File: config.mk
export PLATFORM = sky130hd
export DESIGN_NAME = dma_pkt_splitter
export DESIGN_NICKNAME = d
export VERILOG_FILES = /design/src/rtl/dma_pkt_splitter.sv
export SDC_FILE = /design/constraint.sdc
export NUM_CORES = 1
export LEC_CHECK = 0
export ABC_AREA = 1
export BUFFER_PORTS_ARGS = -buffer_cell sky130_fd_sc_hd__buf_4
export CAP_MARGIN = 10
export CORE_MARGIN = 10
export CORE_UTILIZATION = 40
export CTS_CLUSTER_DIAMETER = 150
export DETAILED_ROUTE_END_ITERATION = 8
export GPL_TIMING_DRIVEN = 0
export HOLD_SLACK_MARGIN = 0.15
export PLACE_DENSITY = 0.65
export SYNTH_ARGS = -nofsm -noshare
export SYNTH_HDL_FRONTEND = slang
export SYNTH_SLANG_ARGS = --single-unit
File: constraint.sdc
create_clock -name clk -period 2.2 [get_ports clk]
set_input_delay 0.11 -clock clk [delete_from_list [all_inputs] [get_ports clk]]
set_output_delay 0.11 -clock clk [all_outputs]
set_load 0.01 [all_outputs]
File: src/rtl/dma_pkt_splitter.sv
module dma_pkt_splitter #(
  parameter int ADDR_W  = 32,
  parameter int MAX_PKT = 4096,
  parameter int CHUNK   = 256,
  parameter int ALIGN   = 8,
  localparam int LEN_W   = $clog2(MAX_PKT) + 1,
  localparam int PIECE_W = $clog2(CHUNK) + 1,
  localparam int AL_W    = $clog2(ALIGN)
) (
  input  logic               clk,
  input  logic               rst_n,
  input  logic               cmd_valid,
  output logic               cmd_ready,
  input  logic [ADDR_W-1:0]  cmd_src_addr,
  input  logic [ADDR_W-1:0]  cmd_dst_addr,
  input  logic [LEN_W-1:0]   cmd_len,
  input  logic               cmd_src_ext,
  input  logic               cmd_dst_ext,
  output logic               req_valid,
  input  logic               req_ready,
  output logic [ADDR_W-1:0]  req_src_addr,
  output logic [ADDR_W-1:0]  req_dst_addr,
  output logic [PIECE_W-1:0] req_len,
  output logic               req_last,
  output logic               err_flag
);

  logic              busy;
  logic              err_q;
  logic [ADDR_W-1:0] src_q;
  logic [ADDR_W-1:0] dst_q;
  logic [LEN_W-1:0]  rem_q;

  logic accept, len_bad, sram_bad, path_bad, bad, last;

  assign accept   = cmd_valid && !busy;
  assign len_bad  = (cmd_len == '0) || (cmd_len > LEN_W'(MAX_PKT));
  assign sram_bad = !cmd_dst_ext &&
                    ((|cmd_dst_addr[AL_W-1:0]) || (|cmd_len[AL_W-1:0]));
  assign path_bad = cmd_src_ext && !cmd_dst_ext && (|cmd_src_addr[AL_W-1:0]);
  assign bad      = len_bad || sram_bad || path_bad;
  assign last     = rem_q <= LEN_W'(CHUNK);

  assign cmd_ready    = !busy;
  assign req_valid    = busy;
  assign req_src_addr = src_q;
  assign req_dst_addr = dst_q;
  assign req_last     = last;
  assign req_len      = last ? rem_q[PIECE_W-1:0] : PIECE_W'(CHUNK);
  assign err_flag     = err_q;

  always_ff @(posedge clk) begin
    if (!rst_n) begin
      busy  <= 1'b0;
      err_q <= 1'b0;
      src_q <= '0;
      dst_q <= '0;
      rem_q <= '0;
    end else if (accept) begin
      if (bad) begin
        err_q <= 1'b1;
      end else begin
        busy  <= 1'b1;
        src_q <= cmd_src_addr;
        dst_q <= cmd_dst_addr;
        rem_q <= cmd_len;
      end
    end else if (busy && req_ready) begin
      if (last) begin
        busy <= 1'b0;
      end else begin
        src_q <= src_q + ADDR_W'(CHUNK);
        dst_q <= dst_q + ADDR_W'(CHUNK);
        rem_q <= rem_q - LEN_W'(CHUNK);
      end
    end
  end

endmodule

==> metrics.yaml, run 1 <==
run_status:
  status: "finished clean"
cts:
  cts_tree: "done"
  clock-root-buffer: "clkbuf_16"
  post_cts_buffers: 0
  clock_sinks: 79
  clock_latency_ps: 350
  cts-buffers-inserted: 9
  cts.clk_slew.worst_paths_ps: 60
  cts_max_level: 3
  clock_path_buffers: 2
place:
  post-dp-hpwl_mm: 13.9
  gp_congestion: 0.920
  io_buffer_count: 158
  dp_worst_setup_slack_ps: 362
detailed_routing:
  routed_via_density: 4.93
  vias: 6110
  drc_errors: 0
  wl_per_cell_um: 15.6
  routed_wl_mm: 19.4
  ant_nets: 0
  first_iter_violations: 521
  first_pass_iters: 6
power:
  p_seq_share_pct: 38.0
  power.density_mw_per_mm2: 573
  total_power_mw: 4.26
  p_leak_nw: 3.41
  p_sw_mw: 1.22
  internal_power_mw: 3.03
  pwr-share-clk_pct: 40.1
  irDropWorstVdd_v: 0.000381
  p_comb_share_pct: 21.9
  swShare_pct: 28.7
die:
  core_area_mm2: 0.0121
  start_util_pct: 41.2
  fp-row-count: 40
  ios: 160
  die_h_um: 132
  die_area_mm2: 0.0174
  die_w_um: 132
worst_setup_path:
  slowest_delay_ps: 370
  crit_required_ps: 2090
  critPathBufInv: 3
  crit_path_max_fanout: 9
  crit_family: "flip-flops"
  path_class: "register to output port"
  critical_path_arrival_ps: 1810
  cpMaxStageDelayCell: "dfxtp_1"
  worstPathCellList: "inv_1, ha_1, nand2_1, nor2_2, a21boi_2, inv_1, nand2_1, buf_4"
  reg2reg_slack_ps: 340
  critPathLaunchType: "register"
  worstSetupEndpointType: "output port"
finish:
  regArea_mm2: 0.00158
  nets: 1154
  multi_input_area_mm2: 0.00297
  n_fill_cell: 1225
  drive_gt1_share_pct: 20.5
  antennaDiodeCount: 0
  area_delta_synth_final_pct: 48.6
sta:
  fmax_ghz: 0.521
  fin_crit_ps: 1920
  worstMarginPinSlew_ps: 745
  finalHoldViolCount: 0
  tns_ps: 0
  rsz0062_at_grt: "no"
  skew_ps: 6.10
  fin_crit_sh_pct: 87.3
  fin_ws_ps: 279
  setup_viol: 0
  slew_viol_final: 0
  maxSlewHeadroom_pct: 50.4
synthesis:
  synth.top_cell.area_share_pct: 31.7
  syn-num-nets: 915
  synth.distinct_cells: 36
  synth_async_sr_flop_share_pct: 0
  synth-seq-area-share_pct: 31.7
  synthTopCellsByArea: "dfxtp_1 (32%), nand2_1 (19%), nor2_1 (14%), o21ai_0 (6.4%), nand3_1 (5.5%)"
  post-synth-top-count-cell: "nand2_1"
  ys_seq_elements: 79
  ys_warn_count: 0
  syn-instance-count: 828
  synth_common_cells: "nand2_1 (247), nor2_1 (182), dfxtp_1 (79)"
  syn_avg_cell_area_um2: 6.03
  synth_ff_type: "dfxtp_1"
  yosys.area.top_type: "dfxtp_1"
  syn_area_mm2: 0.00499
  synth_edf_count: 0
global_routing:
  use_met2_pct: 36.0
  grt_pass1_wl_mm: 31.1
  grt.busiest_layer: "met2"
  track_usage_pct: 21.9
  use_met1_pct: 27.9
  grtUsageMet3_pct: 5.98
  grt_max_degree: 14
  grt_overflow: 0
  grt_pass1_vias: 5867
  antenna_found_initial: 0
flow_run:
  drv_cap: 0
hold_path:
  hold_path_class: "input port to register"
==> layout by cell type (no fill, tap or decap), drive strengths merged, types with 3 or more instances in the layout <==
cell type | netlist | routed
nand2 | 249 | 249
nor2 | 196 | 196
buf | 21 | 179
dfxtp | 79 | 79
dlygate4sd3 | 0 | 70
o21ai | 67 | 67
inv | 61 | 62
nand3 | 57 | 57
a21oi | 28 | 28
clkbuf | 13 | 25
nand4 | 13 | 13
mux2i | 8 | 8
xor2 | 8 | 8
xnor2 | 5 | 5
o21bai | 5 | 5
ha | 4 | 4
and2 | 3 | 3
nand3b | 3 | 3
or2 | 3 | 3
==> area by class of cell <==
class / instances / area share [%]
Sequential cell: 79 / 21.3
Multi-Input combinational cell: 654 / 40.0
Timing Repair Buffer: 228 / 25.4
Clock buffer: 12 / 3.45
Tap cell: 168 / 2.83
Clock inverter: 4 / 1.03
Inverter: 61 / 3.12
Buffer: 34 / 2.83
==> metrics by stage <==
step           hold WS [ps]  std cells  instance area, um2  utilization [%]
3_3_place_gp            350       1154                6390             52.8
4_1_cts                 150       1240                7420             61.3
6_report                156       1240                7420             61.3
2_1_floorplan           259        828                4990                -
3_5_place_dp            356       1154                6390             52.8
5_1_grt                 183       1240                7420             61.3
==> per-layer routing <==
layer	share of wire (%)	wire, um
met1	46	8890
met2	46	8910
met3	7.0	1360
met4	1.1	206
met5	0	0
==> power groups by stage <==
stage / Sequential (mW) / Combinational (mW) / Clock [mW]
after global routing: 1.63 / 1.03 / 1.78
after CTS: 1.61 / 0.931 / 1.72
after detailed placement: 1.65 / 0.825 / 0
after floorplan: 1.65 / 0.415 / 0
after global placement: 1.65 / 0.819 / 0
final: 1.62 / 0.932 / 1.70
==> path summary, 6_finish.rpt <==
path,start,endpoint,cells after the start
worst max-delay path,rem_q[9],req_len[8],8
worst min-delay path,cmd_dst_addr[31],req_dst_addr[31],5
worst max register to register,req_valid,rem_q[11],7
worst min register to register,err_flag,err_flag,2
==> kinds of logic after synthesis <==
logic type / Yosys count / synth area share (%)
simple gates: 524 / 43.5
flops: 79 / 31.7
compound gates: 105 / 11.1
xor+xnor: 13 / 2.28
fa+ha+maj: 4 / 1.00
buf+inv: 95 / 8.84
mux: 8 / 1.60
==> worst min-delay path: stages <==
cell and delay [ps]:
buf_4 110, nand2_1 50, nand2_1 60, nand2_1 70, a21oi_1 50
==> what timing repair did <==
action,CTS,global route
endpoints found under the setup margin,0,0
gates resized for setup,0,0
endpoints found under the hold margin,70,0
hold buffers,70,0
==> flip-flops by register name, summed over array words and instances (netlist names) <==
| register | flops |
|---|---|
| req_valid | 1 |
| req_src_addr | 32 |
| req_dst_addr | 32 |
| err_flag | 1 |
| rem_q | 13 |
Power figures use the tool's default switching activity.
==> run 2: changes to the inputs <==
CORE_ASPECT_RATIO = 1.25   (was unset)
==> metrics.yaml, run 2 (synthesized netlist as in run 1, its figures left out) <==
sta:
  fin_crit_sh_pct: 85.7
  slew_viol_final: 0
  tns_ps: 0
  fin_crit_ps: 1880
  finalHoldViolCount: 0
  worstMarginPinSlew_ps: 687
  skew_ps: 6.25
  rsz0062_at_grt: "no"
  fmax_ghz: 0.531
  maxSlewHeadroom_pct: 54.2
  setup_viol: 0
detailed_routing:
  wl_per_cell_um: 15.2
  drc_errors: 0
  vias: 5980
  routed_via_density: 4.85
  first_pass_iters: 5
  first_iter_violations: 350
  ant_nets: 0
  routed_wl_mm: 18.8
finish:
  final_common_cell: "nand2_1"
  n_fill_cell: 1226
  fin_util_pct: 60.4
  regArea_mm2: 0.00158
  multi_input_area_mm2: 0.00297
  antennaDiodeCount: 0
  nets: 1152
  drive_gt1_share_pct: 20.6
  mostFrequentLayoutCells: "nand2_1 (247), nor2_1 (182), buf_4 (164), dfxtp_1 (79), dlygate4sd3_1 (68)"
  area_delta_synth_final_pct: 47.7
power:
  power.density_mw_per_mm2: 557
  p_leak_nw: 3.40
  irDropWorstVdd_v: 0.000272
cts:
  post_cts_buffers: 0
  cts_tree: "done"
  clock_path_buffers: 2
  cts-buffers-inserted: 9
  clock-root-buffer: "clkbuf_16"
  clock_latency_ps: 340
  clock_sinks: 79
  cts_max_level: 3
  cts.clk_slew.worst_paths_ps: 60
place:
  post-dp-hpwl_mm: 13.9
  io_buffer_count: 158
  gp_congestion: 0.936
worst_setup_path:
  path_class: "register to output port"
  critPathLaunchType: "register"
  cpMaxStageDelayCell: "dfxtp_1"
  worstPathCellList: "inv_1, ha_1, nand2_1, nor2_2, a21boi_2, inv_1, nand2_1, buf_4"
  crit_path_max_fanout: 9
  reg2reg_slack_ps: 350
  crit_required_ps: 2090
  critical_path_arrival_ps: 1770
  critPathBufInv: 3
  crit_family: "flip-flops"
  worstSetupEndpointType: "output port"
  slowest_delay_ps: 370
global_routing:
  grt_max_degree: 13
  track_usage_pct: 20.8
  antenna_found_initial: 0
  grt_overflow: 0
  grt_pass1_wl_mm: 29.8
  grt_pass1_vias: 5791
flow_run:
  drv_cap: 0
die:
  core_area_mm2: 0.0122
  die_w_um: 120
  start_util_pct: 40.9
  ios: 160
  die_h_um: 145
  fp-row-count: 45
  die_area_mm2: 0.0174
hold_path:
  hold_path_class: "input port to register"
run_status:
  status: "finished clean"
[run 2: cell count changes in the layout (fill, tap and decap cells not counted)]
cell	change
clkinv_2	+2
inv_6	-1
clkbuf_8	+1
clkinvlp_4	-1
bufinv_16	-1
dlygate4sd3_1	-2
[run 2: power by group]
part	switching, mW	internal, mW	total, mW
Clock	0.603	0.969	1.57
Combinational	0.463	0.455	0.918
Sequential	0.105	1.51	1.62
Total	1.17	2.94	4.11
[run 2: worst reg2reg max path: cells and delay by family (launching register included)]
family / cells / cell delay [ps]
and+or+nand+nor: 8 / 1000
AOI/OAI and AO/OA: 1 / 50
DFF: 1 / 430
adders and majority gates: 1 / 230
[run 2: layer usage]
metal / track usage [%] / vias to the layer above / routed length (um)
met3: 4.61 / 27 / 1270
met1: 25.5 / 2664 / 8010
met2: 35.3 / 189 / 9110
li1: - / 3100 / -
met5: 0 / - / 0
met4: 6.41 / 0 / 350
[run 2: layout make-up]
type,count,share of cell area (%)
clock inverters,3,0.543
clock buffers,13,3.66
inverters,61,3.14
multi-input cells,654,40.3
plain buffers,34,2.85
flip-flops and latches,79,21.4
well taps,164,2.78
repair buffers,226,25.3
[run 2: repair_timing]
item	in CTS	in global routing
gates resized for setup	0	0
hold endpoints to repair	68	0
endpoints found under the setup margin	0	0
hold buffers	68	0
[run 2: final timing paths]
check | startpoint | to | cells past startpoint
setup / recovery | rem_q[9] | req_len[8] | 8
hold / removal | cmd_dst_addr[17] | req_dst_addr[17] | 5
setup reg to reg | req_dst_addr[8] | req_dst_addr[28] | 10
hold reg to reg | rem_q[0] | rem_q[0] | 2
[run 2: metrics by stage]
| step | std cells | total power, mW | setup slack [ps] | area [um2] | hold WS, ps |
|---|---|---|---|---|---|
| after CTS | 1234 | 4.13 | 315 | 7380 | 154 |
| after floorplan | 828 | 2.07 | 633 | 4990 | 259 |
| after global routing | 1234 | 4.30 | 73.4 | 7380 | 182 |
| after global placement | 1150 | 2.46 | 421 | 6390 | 348 |
| final | 1234 | 4.11 | 315 | 7380 | 162 |
| after detailed placement | 1150 | 2.47 | 395 | 6390 | 354 |
